===== src/rtl/flash_pe_pkg.sv =====
package flash_pe_pkg;

  typedef enum logic [1:0] {
    PM_BIT7   = 2'd0,
    PM_TOGGLE = 2'd1,
    PM_REPEAT = 2'd2
  } poll_mode_e;

  typedef enum logic [1:0] {
    PH_IDLE   = 2'd0,
    PH_ACTIVE = 2'd1,
    PH_RECOV  = 2'd2
  } bus_phase_e;

  typedef enum logic [3:0] {
    ST_IDLE  = 4'd0,
    ST_SETUP = 4'd1,
    ST_EXEC  = 4'd2,
    ST_POLL  = 4'd3,
    ST_CONF1 = 4'd4,
    ST_CONF2 = 4'd5,
    ST_ABORT = 4'd6,
    ST_FIN   = 4'd7
  } ctrl_state_e;

  localparam logic [7:0] CMD_PROG_SETUP  = 8'h10;
  localparam logic [7:0] CMD_ERASE_SETUP = 8'h20;
  localparam logic [7:0] CMD_ERASE_GO    = 8'hD0;
  localparam logic [7:0] CMD_ABORT       = 8'hFF;
  localparam logic [7:0] ERASED_BYTE     = 8'hFF;

endpackage


===== src/rtl/flash_bus_seq.sv =====
module flash_bus_seq
  import flash_pe_pkg::*;
#(
  parameter int AW      = 19,
  parameter int WR_LOW  = 5,
  parameter int WR_HIGH = 3,
  parameter int RD_LOW  = 13
) (
  input  logic          clk,
  input  logic          rst_n,
  input  logic          start,
  input  logic          wr,
  input  logic [AW-1:0] addr,
  input  logic [7:0]    wdata,
  input  logic [7:0]    dq_in,
  output logic          ce_n,
  output logic          oe_n,
  output logic          we_n,
  output logic [AW-1:0] bus_addr,
  output logic [7:0]    dq_out,
  output logic          dq_oe,
  output logic          cyc_done,
  output logic [7:0]    rdata
);

  localparam int MAXA = (WR_LOW > RD_LOW) ? WR_LOW : RD_LOW;
  localparam int MAXC = (MAXA > WR_HIGH) ? MAXA : WR_HIGH;
  localparam int CW   = $clog2(MAXC + 1);

  bus_phase_e    phase_q, phase_d;
  logic [CW-1:0] cnt_q, cnt_d;
  logic          wr_q, wr_d;
  logic [AW-1:0] addr_q, addr_d;
  logic [7:0]    data_q, data_d;
  logic [7:0]    rdata_q, rdata_d;

  always_comb begin
    phase_d = phase_q;
    cnt_d   = cnt_q;
    wr_d    = wr_q;
    addr_d  = addr_q;
    data_d  = data_q;
    rdata_d = rdata_q;
    unique case (phase_q)
      PH_IDLE: begin
        if (start) begin
          phase_d = PH_ACTIVE;
          cnt_d   = wr ? CW'(WR_LOW - 1) : CW'(RD_LOW - 1);
          wr_d    = wr;
          addr_d  = addr;
          data_d  = wdata;
        end
      end
      PH_ACTIVE: begin
        if (cnt_q == '0) begin
          phase_d = PH_RECOV;
          cnt_d   = CW'(WR_HIGH - 1);
          if (!wr_q) rdata_d = dq_in;
        end else begin
          cnt_d = cnt_q - 1'b1;
        end
      end
      PH_RECOV: begin
        if (cnt_q == '0) phase_d = PH_IDLE;
        else             cnt_d   = cnt_q - 1'b1;
      end
      default: phase_d = PH_IDLE;
    endcase
  end

  always_ff @(posedge clk or negedge rst_n) begin
    if (!rst_n) begin
      phase_q <= PH_IDLE;
      cnt_q   <= '0;
      wr_q    <= 1'b0;
      addr_q  <= '0;
      data_q  <= '0;
      rdata_q <= '0;
    end else begin
      phase_q <= phase_d;
      cnt_q   <= cnt_d;
      wr_q    <= wr_d;
      addr_q  <= addr_d;
      data_q  <= data_d;
      rdata_q <= rdata_d;
    end
  end

  assign ce_n     = (phase_q != PH_ACTIVE);
  assign we_n     = !((phase_q == PH_ACTIVE) && wr_q);
  assign oe_n     = !((phase_q == PH_ACTIVE) && !wr_q);
  assign dq_oe    = wr_q && (phase_q != PH_IDLE);
  assign bus_addr = addr_q;
  assign dq_out   = data_q;
  assign cyc_done = (phase_q == PH_RECOV) && (cnt_q == '0);
  assign rdata    = rdata_q;

endmodule


===== src/rtl/flash_poll_eval.sv =====
module flash_poll_eval
  import flash_pe_pkg::*;
(
  input  logic [1:0] mode,
  input  logic [7:0] rd,
  input  logic [7:0] prev,
  input  logic       have_prev,
  input  logic [7:0] expect_byte,
  output logic       hit
);

  always_comb begin
    unique case (mode)
      PM_BIT7:   hit = (rd[7] == expect_byte[7]);
      PM_TOGGLE: hit = have_prev && (rd[6] == prev[6]);
      default:   hit = have_prev && (rd == prev);
    endcase
  end

endmodule


===== src/rtl/flash_tmo_timer.sv =====
module flash_tmo_timer #(
  parameter int PROG_LIM  = 1750,
  parameter int ERASE_LIM = 200000
) (
  input  logic clk,
  input  logic rst_n,
  input  logic clr,
  input  logic en,
  input  logic sel_erase,
  output logic expired
);

  localparam int MAXL = (PROG_LIM > ERASE_LIM) ? PROG_LIM : ERASE_LIM;
  localparam int TW   = $clog2(MAXL + 1);

  logic [TW-1:0] cnt_q, cnt_d;
  logic [TW-1:0] limit;
  logic          cnt_en;

  assign limit   = sel_erase ? TW'(ERASE_LIM) : TW'(PROG_LIM);
  assign expired = (cnt_q >= limit);
  assign cnt_en  = clr || (en && !expired);

  always_comb begin
    cnt_d = cnt_q;
    if (clr)     cnt_d = '0;
    else if (en) cnt_d = cnt_q + 1'b1;
  end

  always_ff @(posedge clk or negedge rst_n) begin
    if (!rst_n)      cnt_q <= '0;
    else if (cnt_en) cnt_q <= cnt_d;
  end

endmodule


===== src/rtl/flash_pe_ctrl.sv =====
module flash_pe_ctrl
  import flash_pe_pkg::*;
#(
  parameter int AW            = 19,
  parameter int WR_LOW_CYC    = 5,
  parameter int WR_HIGH_CYC   = 3,
  parameter int RD_LOW_CYC    = 13,
  parameter int PROG_TMO_CYC  = 1750,
  parameter int ERASE_TMO_CYC = 200000
) (
  input  logic          clk,
  input  logic          rst_n,
  input  logic          req_valid,
  input  logic          req_erase,
  input  logic [AW-1:0] req_addr,
  input  logic [7:0]    req_data,
  input  logic [1:0]    poll_mode,
  output logic          busy,
  output logic          done,
  output logic          error,
  output logic          fl_ce_n,
  output logic          fl_oe_n,
  output logic          fl_we_n,
  output logic [AW-1:0] fl_addr,
  output logic [7:0]    fl_dq_out,
  output logic          fl_dq_oe,
  input  logic [7:0]    fl_dq_in
);

  // reset: asserted asynchronously, released on a clock edge
  logic [1:0] rst_sync_q;
  logic       rst_n_i;

  always_ff @(posedge clk or negedge rst_n) begin
    if (!rst_n) rst_sync_q <= 2'b00;
    else        rst_sync_q <= {rst_sync_q[0], 1'b1};
  end
  assign rst_n_i = rst_sync_q[1];

  ctrl_state_e   st_q, st_d;
  logic          erase_q;
  logic [AW-1:0] addr_q;
  logic [7:0]    data_q;
  logic [1:0]    mode_q;
  logic [7:0]    prev_q, prev_d;
  logic          have_q, have_d;
  logic [7:0]    cand_q, cand_d;
  logic          err_q, err_d;
  logic          infl_q, infl_d;
  logic          req_load;

  logic          bus_start, bus_wr, bus_active, cyc_done;
  logic [7:0]    bus_wdata, rdata, expect_byte;
  logic          hit, tmo, tmo_clr, tmo_en, cand_match;

  assign expect_byte = erase_q ? ERASED_BYTE : data_q;
  assign cand_match  = (rdata == cand_q);
  assign req_load    = (st_q == ST_IDLE) && req_valid;

  always_comb begin
    st_d      = st_q;
    prev_d    = prev_q;
    have_d    = have_q;
    cand_d    = cand_q;
    err_d     = err_q;
    bus_wr    = 1'b0;
    bus_wdata = CMD_ABORT;
    unique case (st_q)
      ST_IDLE: begin
        if (req_valid) begin
          st_d   = ST_SETUP;
          have_d = 1'b0;
          err_d  = 1'b0;
        end
      end
      ST_SETUP: begin
        bus_wr    = 1'b1;
        bus_wdata = erase_q ? CMD_ERASE_SETUP : CMD_PROG_SETUP;
        if (cyc_done) st_d = ST_EXEC;
      end
      ST_EXEC: begin
        bus_wr    = 1'b1;
        bus_wdata = erase_q ? CMD_ERASE_GO : data_q;
        if (cyc_done) st_d = ST_POLL;
      end
      ST_POLL: begin
        if (cyc_done) begin
          if (hit) begin
            cand_d = rdata;
            st_d   = ST_CONF1;
          end else if (tmo) begin
            st_d = ST_ABORT;
          end else begin
            prev_d = rdata;
            have_d = 1'b1;
          end
        end
      end
      ST_CONF1, ST_CONF2: begin
        if (cyc_done) begin
          if (cand_match) begin
            if (st_q == ST_CONF1) begin
              st_d = ST_CONF2;
            end else begin
              st_d  = ST_FIN;
              err_d = (mode_q == PM_BIT7) && (rdata != expect_byte);
            end
          end else if (tmo) begin
            st_d = ST_ABORT;
          end else begin
            prev_d = rdata;
            have_d = 1'b1;
            st_d   = ST_POLL;
          end
        end
      end
      ST_ABORT: begin
        bus_wr    = 1'b1;
        bus_wdata = CMD_ABORT;
        if (cyc_done) begin
          err_d = 1'b1;
          st_d  = ST_FIN;
        end
      end
      ST_FIN:  st_d = ST_IDLE;
      default: st_d = ST_IDLE;
    endcase
  end

  assign bus_active = (st_q == ST_SETUP) || (st_q == ST_EXEC) || (st_q == ST_POLL) ||
                      (st_q == ST_CONF1) || (st_q == ST_CONF2) || (st_q == ST_ABORT);
  assign bus_start  = bus_active && !infl_q;

  always_comb begin
    infl_d = infl_q;
    if (bus_start)     infl_d = 1'b1;
    else if (cyc_done) infl_d = 1'b0;
  end

  assign tmo_clr = (st_q == ST_EXEC);
  assign tmo_en  = (st_q == ST_POLL) || (st_q == ST_CONF1) || (st_q == ST_CONF2);

  always_ff @(posedge clk or negedge rst_n_i) begin
    if (!rst_n_i) begin
      st_q   <= ST_IDLE;
      prev_q <= '0;
      have_q <= 1'b0;
      cand_q <= '0;
      err_q  <= 1'b0;
      infl_q <= 1'b0;
    end else begin
      st_q   <= st_d;
      prev_q <= prev_d;
      have_q <= have_d;
      cand_q <= cand_d;
      err_q  <= err_d;
      infl_q <= infl_d;
    end
  end

  always_ff @(posedge clk or negedge rst_n_i) begin
    if (!rst_n_i) begin
      erase_q <= 1'b0;
      addr_q  <= '0;
      data_q  <= '0;
      mode_q  <= '0;
    end else if (req_load) begin
      erase_q <= req_erase;
      addr_q  <= req_addr;
      data_q  <= req_data;
      mode_q  <= poll_mode;
    end
  end

  flash_bus_seq #(
    .AW(AW), .WR_LOW(WR_LOW_CYC), .WR_HIGH(WR_HIGH_CYC), .RD_LOW(RD_LOW_CYC)
  ) u_seq (
    .clk      (clk),
    .rst_n    (rst_n_i),
    .start    (bus_start),
    .wr       (bus_wr),
    .addr     (addr_q),
    .wdata    (bus_wdata),
    .dq_in    (fl_dq_in),
    .ce_n     (fl_ce_n),
    .oe_n     (fl_oe_n),
    .we_n     (fl_we_n),
    .bus_addr (fl_addr),
    .dq_out   (fl_dq_out),
    .dq_oe    (fl_dq_oe),
    .cyc_done (cyc_done),
    .rdata    (rdata)
  );

  flash_poll_eval u_eval (
    .mode        (mode_q),
    .rd          (rdata),
    .prev        (prev_q),
    .have_prev   (have_q),
    .expect_byte (expect_byte),
    .hit         (hit)
  );

  flash_tmo_timer #(
    .PROG_LIM(PROG_TMO_CYC), .ERASE_LIM(ERASE_TMO_CYC)
  ) u_tmo (
    .clk       (clk),
    .rst_n     (rst_n_i),
    .clr       (tmo_clr),
    .en        (tmo_en),
    .sel_erase (erase_q),
    .expired   (tmo)
  );

  assign busy  = (st_q != ST_IDLE);
  assign done  = (st_q == ST_FIN);
  assign error = (st_q == ST_FIN) && err_q;

endmodule


===== config.mk =====
export PLATFORM = sky130hd
export DESIGN_NAME = flash_pe_ctrl
export DESIGN_NICKNAME = d
export VERILOG_FILES = /design/src/rtl/flash_pe_pkg.sv /design/src/rtl/flash_bus_seq.sv /design/src/rtl/flash_poll_eval.sv /design/src/rtl/flash_tmo_timer.sv /design/src/rtl/flash_pe_ctrl.sv
export SDC_FILE = /design/constraint.sdc
export NUM_CORES = 1
export LEC_CHECK = 0
export BUFFER_PORTS_ARGS = -buffer_cell sky130_fd_sc_hd__clkbuf_2
export CAP_MARGIN = 25
export CORE_MARGIN = 2
export CORE_UTILIZATION = 45
export CTS_CLUSTER_SIZE = 8
export DETAILED_ROUTE_END_ITERATION = 8
export PLACE_DENSITY_LB_ADDON = 0.1
export SYNTH_ARGS = -nofsm -noshare
export SYNTH_HDL_FRONTEND = slang
export SYNTH_SLANG_ARGS = --single-unit

===== constraint.sdc =====
create_clock -name clk -period 3.78 [get_ports clk]
set_clock_uncertainty 0.2 [all_clocks]
set_input_delay 0.189 -clock clk [delete_from_list [all_inputs] [get_ports clk]]
set_output_delay 0.189 -clock clk [all_outputs]
set_load 0.05 [all_outputs]

==> impl_results.md, run 1 <==
- Outcome: completed
- Gate power share: 39.6%
- Core area: 0.0121 sq mm
- Critical path, cell by cell: inv_1 > ha_1 > nand2b_1 > a2111oi_0 > o41ai_2 > buf_4 > nand3_4 > a2111oi_4 > mux2_2
- Slew headroom: 48.2%
- Placer congestion estimate: 0.835
- Synth Warn #: 0
- Syn_area_per_cell: 9.95 sq um
- Internal: 3.71 mW
- Largest net degree at the start of global routing: 59
- Post-route non-filler standard cell count: 860
- Switching Share: 40.0%
- Clock sinks: approximately 110
- Post-synthesis adder-cell area fraction: 3.54%
- Area Growth Syn to Fin: 27.1%
- Sequential cell area fraction in the yosys report: between 50% and 60%
- Cts bufs inserted: 17
- CP arrival: roughly 3.1 ns
- Total grt overflow: 0
- All-Layer GR Usage: 21.4%
- RSZ-0062 raised after global routing: no
- Port Buf Inserts: 74
- Dpl hpwl: about 8700 um
- Post-layout util: 59.3%
- I/O pin cnt: 75
- Layout cell share with drive strength beyond 1: a little under a quarter
- CP Launch Type: flop
- Fin crit share: approximately four fifths
- Fmax: ~0.33 GHz
- Worst Path Max Fanout: 14
- Post-Syn Area: ~0.0057 sq mm
- Register bit total from synthesis: 114
- Number of synthesized flops with an enable pin: 0
- Later-pin clock latency in the skew report: 0.41 ns
- Iter 0 DRT Violations: between 300 and 400
- Via/cell ratio: 5.24
- TritonCTS clock tree: done
- Simple-gate area share of the yosys netlist: 18.3%
- Worst Path Required: 3.87 ns
- GRT met2 Usage: 31.7%
- Final WL: about 13000 um
- N_diodes: 0
- Post-synth top area cell: dfrtp_1
- First-pass GRT wire length: 22200 um
- DRC violations left: 0
- Antenna viol nets, final: 0
- Max Cap Viol: 0
- Die extent in x: 116 um
- Root buffer cell: clkbuf_16
- WHS: 0.108 ns
- Final Hold Vio Count: 0
- Synth area leaders: dfrtp_1, nand2_1, mux2_2, ha_1, a21oi_1
- Total number of vias: 4503
- Vias in the first global route: 4460
- # setup viols final: 0
- Slowest CP cell: a2111oi_4
- Clock Pin Slew Worst Setup and Hold Paths: 0.06 ns
- Setup TNS: 0 ns
- Post-route minimum period: 3.02 ns
- Hold WC Path Type: input pin to flop
- GRT Max-Usage Layer: met2
- Post-Synth XOR/XNOR Area: 3.72%
- Crit Path Category: flop to flop
- Design Power: 6.18 mW
- Die H: 116 um
- CTS max path bufs: 2
- Mux cell area share after synthesis: under 10%
- Post-synthesis async set-or-reset flop share: 100%
- Complex-gate fraction of the synthesized area: between 10% and 20%
- Critical Path End Type: flop
- Dpl cells: roughly 790
- Yosys top cell area share: 50.5%
- Least-Margin Pin Slew: 0.777 ns
- WP buf/inv: 2
- Top_reg_cell synth: dfrtp_1
- PD cells: 861 mW/mm^2
- GR Util met3: 6.80%
- Final #Nets: 737
- DIE AREA: ~0.013 sq mm
- P_sw: 2.48 mW
- DRT Pass-1 Iters: 4
- Leak: around 3.4 nW
- DR WL/cell: 15.1 um
- Met1 global-route usage: 30.3%
- Flop pwr share: between 30 and 40%
- Max stage delay on crit path: 0.55 ns
- Crit-path leading delay family: compound AO/OA/AOI/OAI gates
- Post-CTS Setup Bufs: 0
- Largest family of logic cells by synthesized area: simple AND/OR/NAND/NOR gates
- Starting Density: 46.7%
- Worst vdd ir: 0.566 mV
- Clock power frac: a little over a quarter
- Syn Nets: 625
- Initial antenna violation count: 0
- Synth cell types: 56
- Mapped Cells: ~570
- H-Tree Depth: 4
- Slew Viols, Final: 0
- Row count: 40
## repair_timing
item                                   CTS  global route
endpoints found under the hold margin   40             0
gates resized for setup                  0             0
hold buffers                            40             0
## flip-flops by register name (all words and copies together), names as in the netlist
| signal | flops |
|---|---|
| addr_q | 19 |
| cand_q | 8 |
| data_q | 8 |
| erase_q | 1 |
| err_q | 1 |
| have_q | 1 |
| infl_q | 1 |
| mode_q | 2 |
| prev_q | 8 |
| rst_sync_q | 2 |
| st_q | 3 |
| u_seq.bus_addr | 19 |
| u_seq.cnt_q | 4 |
| u_seq.dq_out | 8 |
| u_seq.phase_q | 2 |
| u_seq.rdata | 8 |
| u_seq.wr_q | 1 |
| u_tmo.cnt_q | 18 |
## placed cells by master, fill, tap and decap left out, drive strengths merged, types with 8 or more instances in the layout
cell type	synthesis	final
a21oi	33	33
nor2	26	26
or3	10	10
ha	16	16
xnor2	8	8
nand4	8	8
o21ai	20	20
dlygate4sd3	0	40
mux2	43	43
clkbuf	21	95
nand2	127	127
inv	13	13
xor2	16	16
o31ai	10	10
nor3	9	9
dfrtp	114	114
and2	8	8
buf	8	8
## worst min-delay path, cell delays in order
cell and delay [ns]:
clkbuf_2 0.12, and2_1 0.16, a211oi_1 0.06, o22ai_1 0.14
## final timing paths
| check | start | endpoint | slack (ns) | cells after the start |
|---|---|---|---|---|
| worst max-delay path | erase_q | prev_q[3] | 0.76 | 9 |
| worst min-delay path | req_valid | st_q[0] | 0.11 | 4 |
| worst max register to register | erase_q | prev_q[3] | 0.76 | 9 |
| worst min register to register | rst_sync_q[0] | rst_sync_q[1] | 0.15 | 0 |
| max in group asynchronous | rst_sync_q[1] | have_q | 2.42 | 1 |
| min in group asynchronous | rst_sync_q[1] | u_seq.bus_addr[18] | 0.20 | 0 |
## cell usage after synthesis, types with 9 or more instances
library cell,number
a21oi_1,33
clkbuf_1,21
dfrtp_1,114
ha_1,16
inv_1,13
mux2_2,42
nand2_1,127
nor2_1,26
nor3_1,9
o21ai_0,20
o31ai_1,10
or3_1,10
xor2_1,16
## power groups by stage
stage	Combinational (mW)	Sequential, mW	Clock (mW)
final	2.45	2.13	1.61
after global routing	2.73	2.21	1.71
after CTS	2.47	2.13	1.64
after detailed placement	2.43	2.15	0
after global placement	2.37	2.12	0
after floorplan	1.66	2.34	0
## final cells by class
type	count	area [sq um]
inverters	13	48.8
flip-flops and latches	114	2860
multi-input cells	412	2630
fillers	1068	4930
repair buffers	122	843
clock buffers	21	460
well taps	168	210
clock inverters	10	134
## layer usage
metal | share of wire, % | vias to the layer above
li1 | - | 2204
met1 | 47 | 2173
met2 | 45 | 109
met3 | 6.3 | 17
met4 | 1.4 | 0
met5 | 0 | -
## stage by stage
stage                     setup WS, ns  area, sq um
after floorplan                  0.169         5650
after global placement           0.884         6190
after detailed placement         0.768         6190
after CTS                        0.757         7190
after global routing             0.591         7190
final                            0.762         7190
## cells by family after synthesis
logic type               after synthesis
buffers and inverters                 42
adder cells (fa/ha/maj)               16
other                                  1
flip-flops                           114
multiplexers                          45
AO/OA/AOI/OAI                        103
XOR/XNOR                              24
AND/OR/NAND/NOR                      223
(Power assumes the default switching activity.)
==> run 2, diff against run 1 <==
==> constraint.sdc (replaced) <==
create_clock -name clk -period 2.8 [get_ports clk]
set_clock_uncertainty 0.2 [all_clocks]
set_input_delay 0.14 -clock clk [delete_from_list [all_inputs] [get_ports clk]]
set_output_delay 0.14 -clock clk [all_outputs]
set_load 0.05 [all_outputs]
==> impl_results.md, run 2 (synthesis gave the netlist of run 1 again) <==
- Area Growth Syn to Fin: 30.3%
- Place WS: 0.123 ns
- Dpl hpwl: 8860 um
- Total number of vias: 4558
- Outcome: completed
- CP Launch Type: flop
- CTS max path bufs: 2
- Fmax: 0.374 GHz
- Final worst slack: 0.127 ns
- Clock sinks: around 110
- Final Hold Vio Count: 0
- Clock Pin Slew Worst Setup and Hold Paths: 0.06 ns
- Cts bufs inserted: 17
- TritonCTS clock tree: done
- Post-layout util: between 60% and 70%
- Final #Nets: 752
- Later-pin clock latency in the skew report: 0.42 ns
- H-Tree Depth: 4
- DIE AREA: 0.0135 sq mm
- DRC violations left: 0
- DP Area: 0.00634 sq mm
- Via/cell ratio: roughly 5.2
- CP arrival: 2.81 ns
- Largest net degree at the start of global routing: 73
- I/O pin cnt: 75
- First-pass GRT wire length: 22200 um
- Die extent in x: 116 um
- Initial antenna violation count: 0
- Most frequent cells in the layout: nand2_1, dfrtp_1, clkbuf_2
- Slew headroom: 56.3%
- Port Buf Inserts: 74
- Core area: approximately 0.012 sq mm
- Least-Margin Pin Slew: ~0.65 ns
- Max Cap Viol: 0
- Leak: 3.49 nW
- DRT Pass-1 Iters: 5
- PD cells: 1160 mW/mm^2
- All-Layer GR Usage: approximately a fifth
- Slew Viols, Final: 0
- # setup viols final: 0
- Post-route minimum period: approximately 2.7 ns
- Fin area: 0.00736 sq mm
- Commonest non-fill, non-tap cell in the layout: nand2_1
- Fin crit share: a little over nine tenths
- Vias in the first global route: 4553
- Die H: 116 um
- Layout cell share with drive strength beyond 1: 26.6%
- Worst Path Required: around 2.9 ns
- Worst Path Max Fanout: 6
- Root buffer cell: clkbuf_16
- WHS: 0.0677 ns
- Row count: 40
- Total grt overflow: 0
- Worst vdd ir: just under 0.7 mV
- Placer congestion estimate: between 0.8 and 0.9
- Design Power: 8.55 mW
- Crit Path Category: flop to flop
- Hold WC Path Type: input pin to flop
- N_diodes: 0
- Iter 0 DRT Violations: 285
- Final WL: 13100 um
- Critical Path End Type: flop
- Antenna viol nets, final: 0
- Starting Density: 46.7%
- DR WL/cell: 15.0 um
==> run 2: worst max-delay path: stages (launching register included) <==
cell     delay [ns]
dfrtp_2        0.48
ha_1           0.33
o21a_1         0.13
o41ai_4        0.36
buf_4          0.20
nand4_1        0.23
or4_4          0.48
a21oi_1        0.16
==> run 2: metal layers <==
layer  vias up  global-route usage (%)  part of all wire, %
li1       2236                       -                    -
met1      2215                    27.6                   44
met2        90                    34.3                   50
met3        17                    6.17                  4.2
met4         0                    7.86                  1.6
met5         -                       0                    0
==> run 2: what timing repair did <==
action / in CTS / in global routing
hold buffers: 40 / 0
setup endpoints to repair: 0 / 11
endpoints found under the hold margin: 40 / 0
setup buffers: 0 / 3
resized for setup: 0 / 4
==> run 2: area by class of cell <==
type	instances	area, sq um
clock buffer	19	443
clock inverter	13	136
fill	1078	4750
inverter	13	56.3
multi-input combinational	412	2700
sequential	114	2860
tap	168	210
timing repair buffer	137	960
==> run 2: path summary, 6_finish.rpt <==
path	startpoint	to	slack, ns	cells past startpoint
setup / recovery	erase_q	u_tmo.cnt_q[16]	0.13	7
hold / removal	req_valid	st_q[0]	0.07	4
setup reg to reg	erase_q	u_tmo.cnt_q[16]	0.13	7
hold reg to reg	rst_sync_q[1]	addr_q[6]	0.12	0
max in group asynchronous	rst_sync_q[1]	erase_q	1.46	1
min in group asynchronous	rst_sync_q[1]	addr_q[6]	0.12	0
==> run 2: power breakdown <==
group	switching, mW	leakage, nW	internal [mW]	total [mW]
Combinational	2.11	1.77	1.47	3.58
Sequential	0.591	1.44	2.26	2.86
Clock	0.787	0.275	1.33	2.11
Total	3.49	3.49	5.06	8.55
==> run 2: through the flow <==
stage               setup TNS (ns)  cells
global placement                 0    801
finish                           0    876
global route              -0.00498    876
CTS                              0    873
detailed placement               0    801
floorplan                   -0.115    568
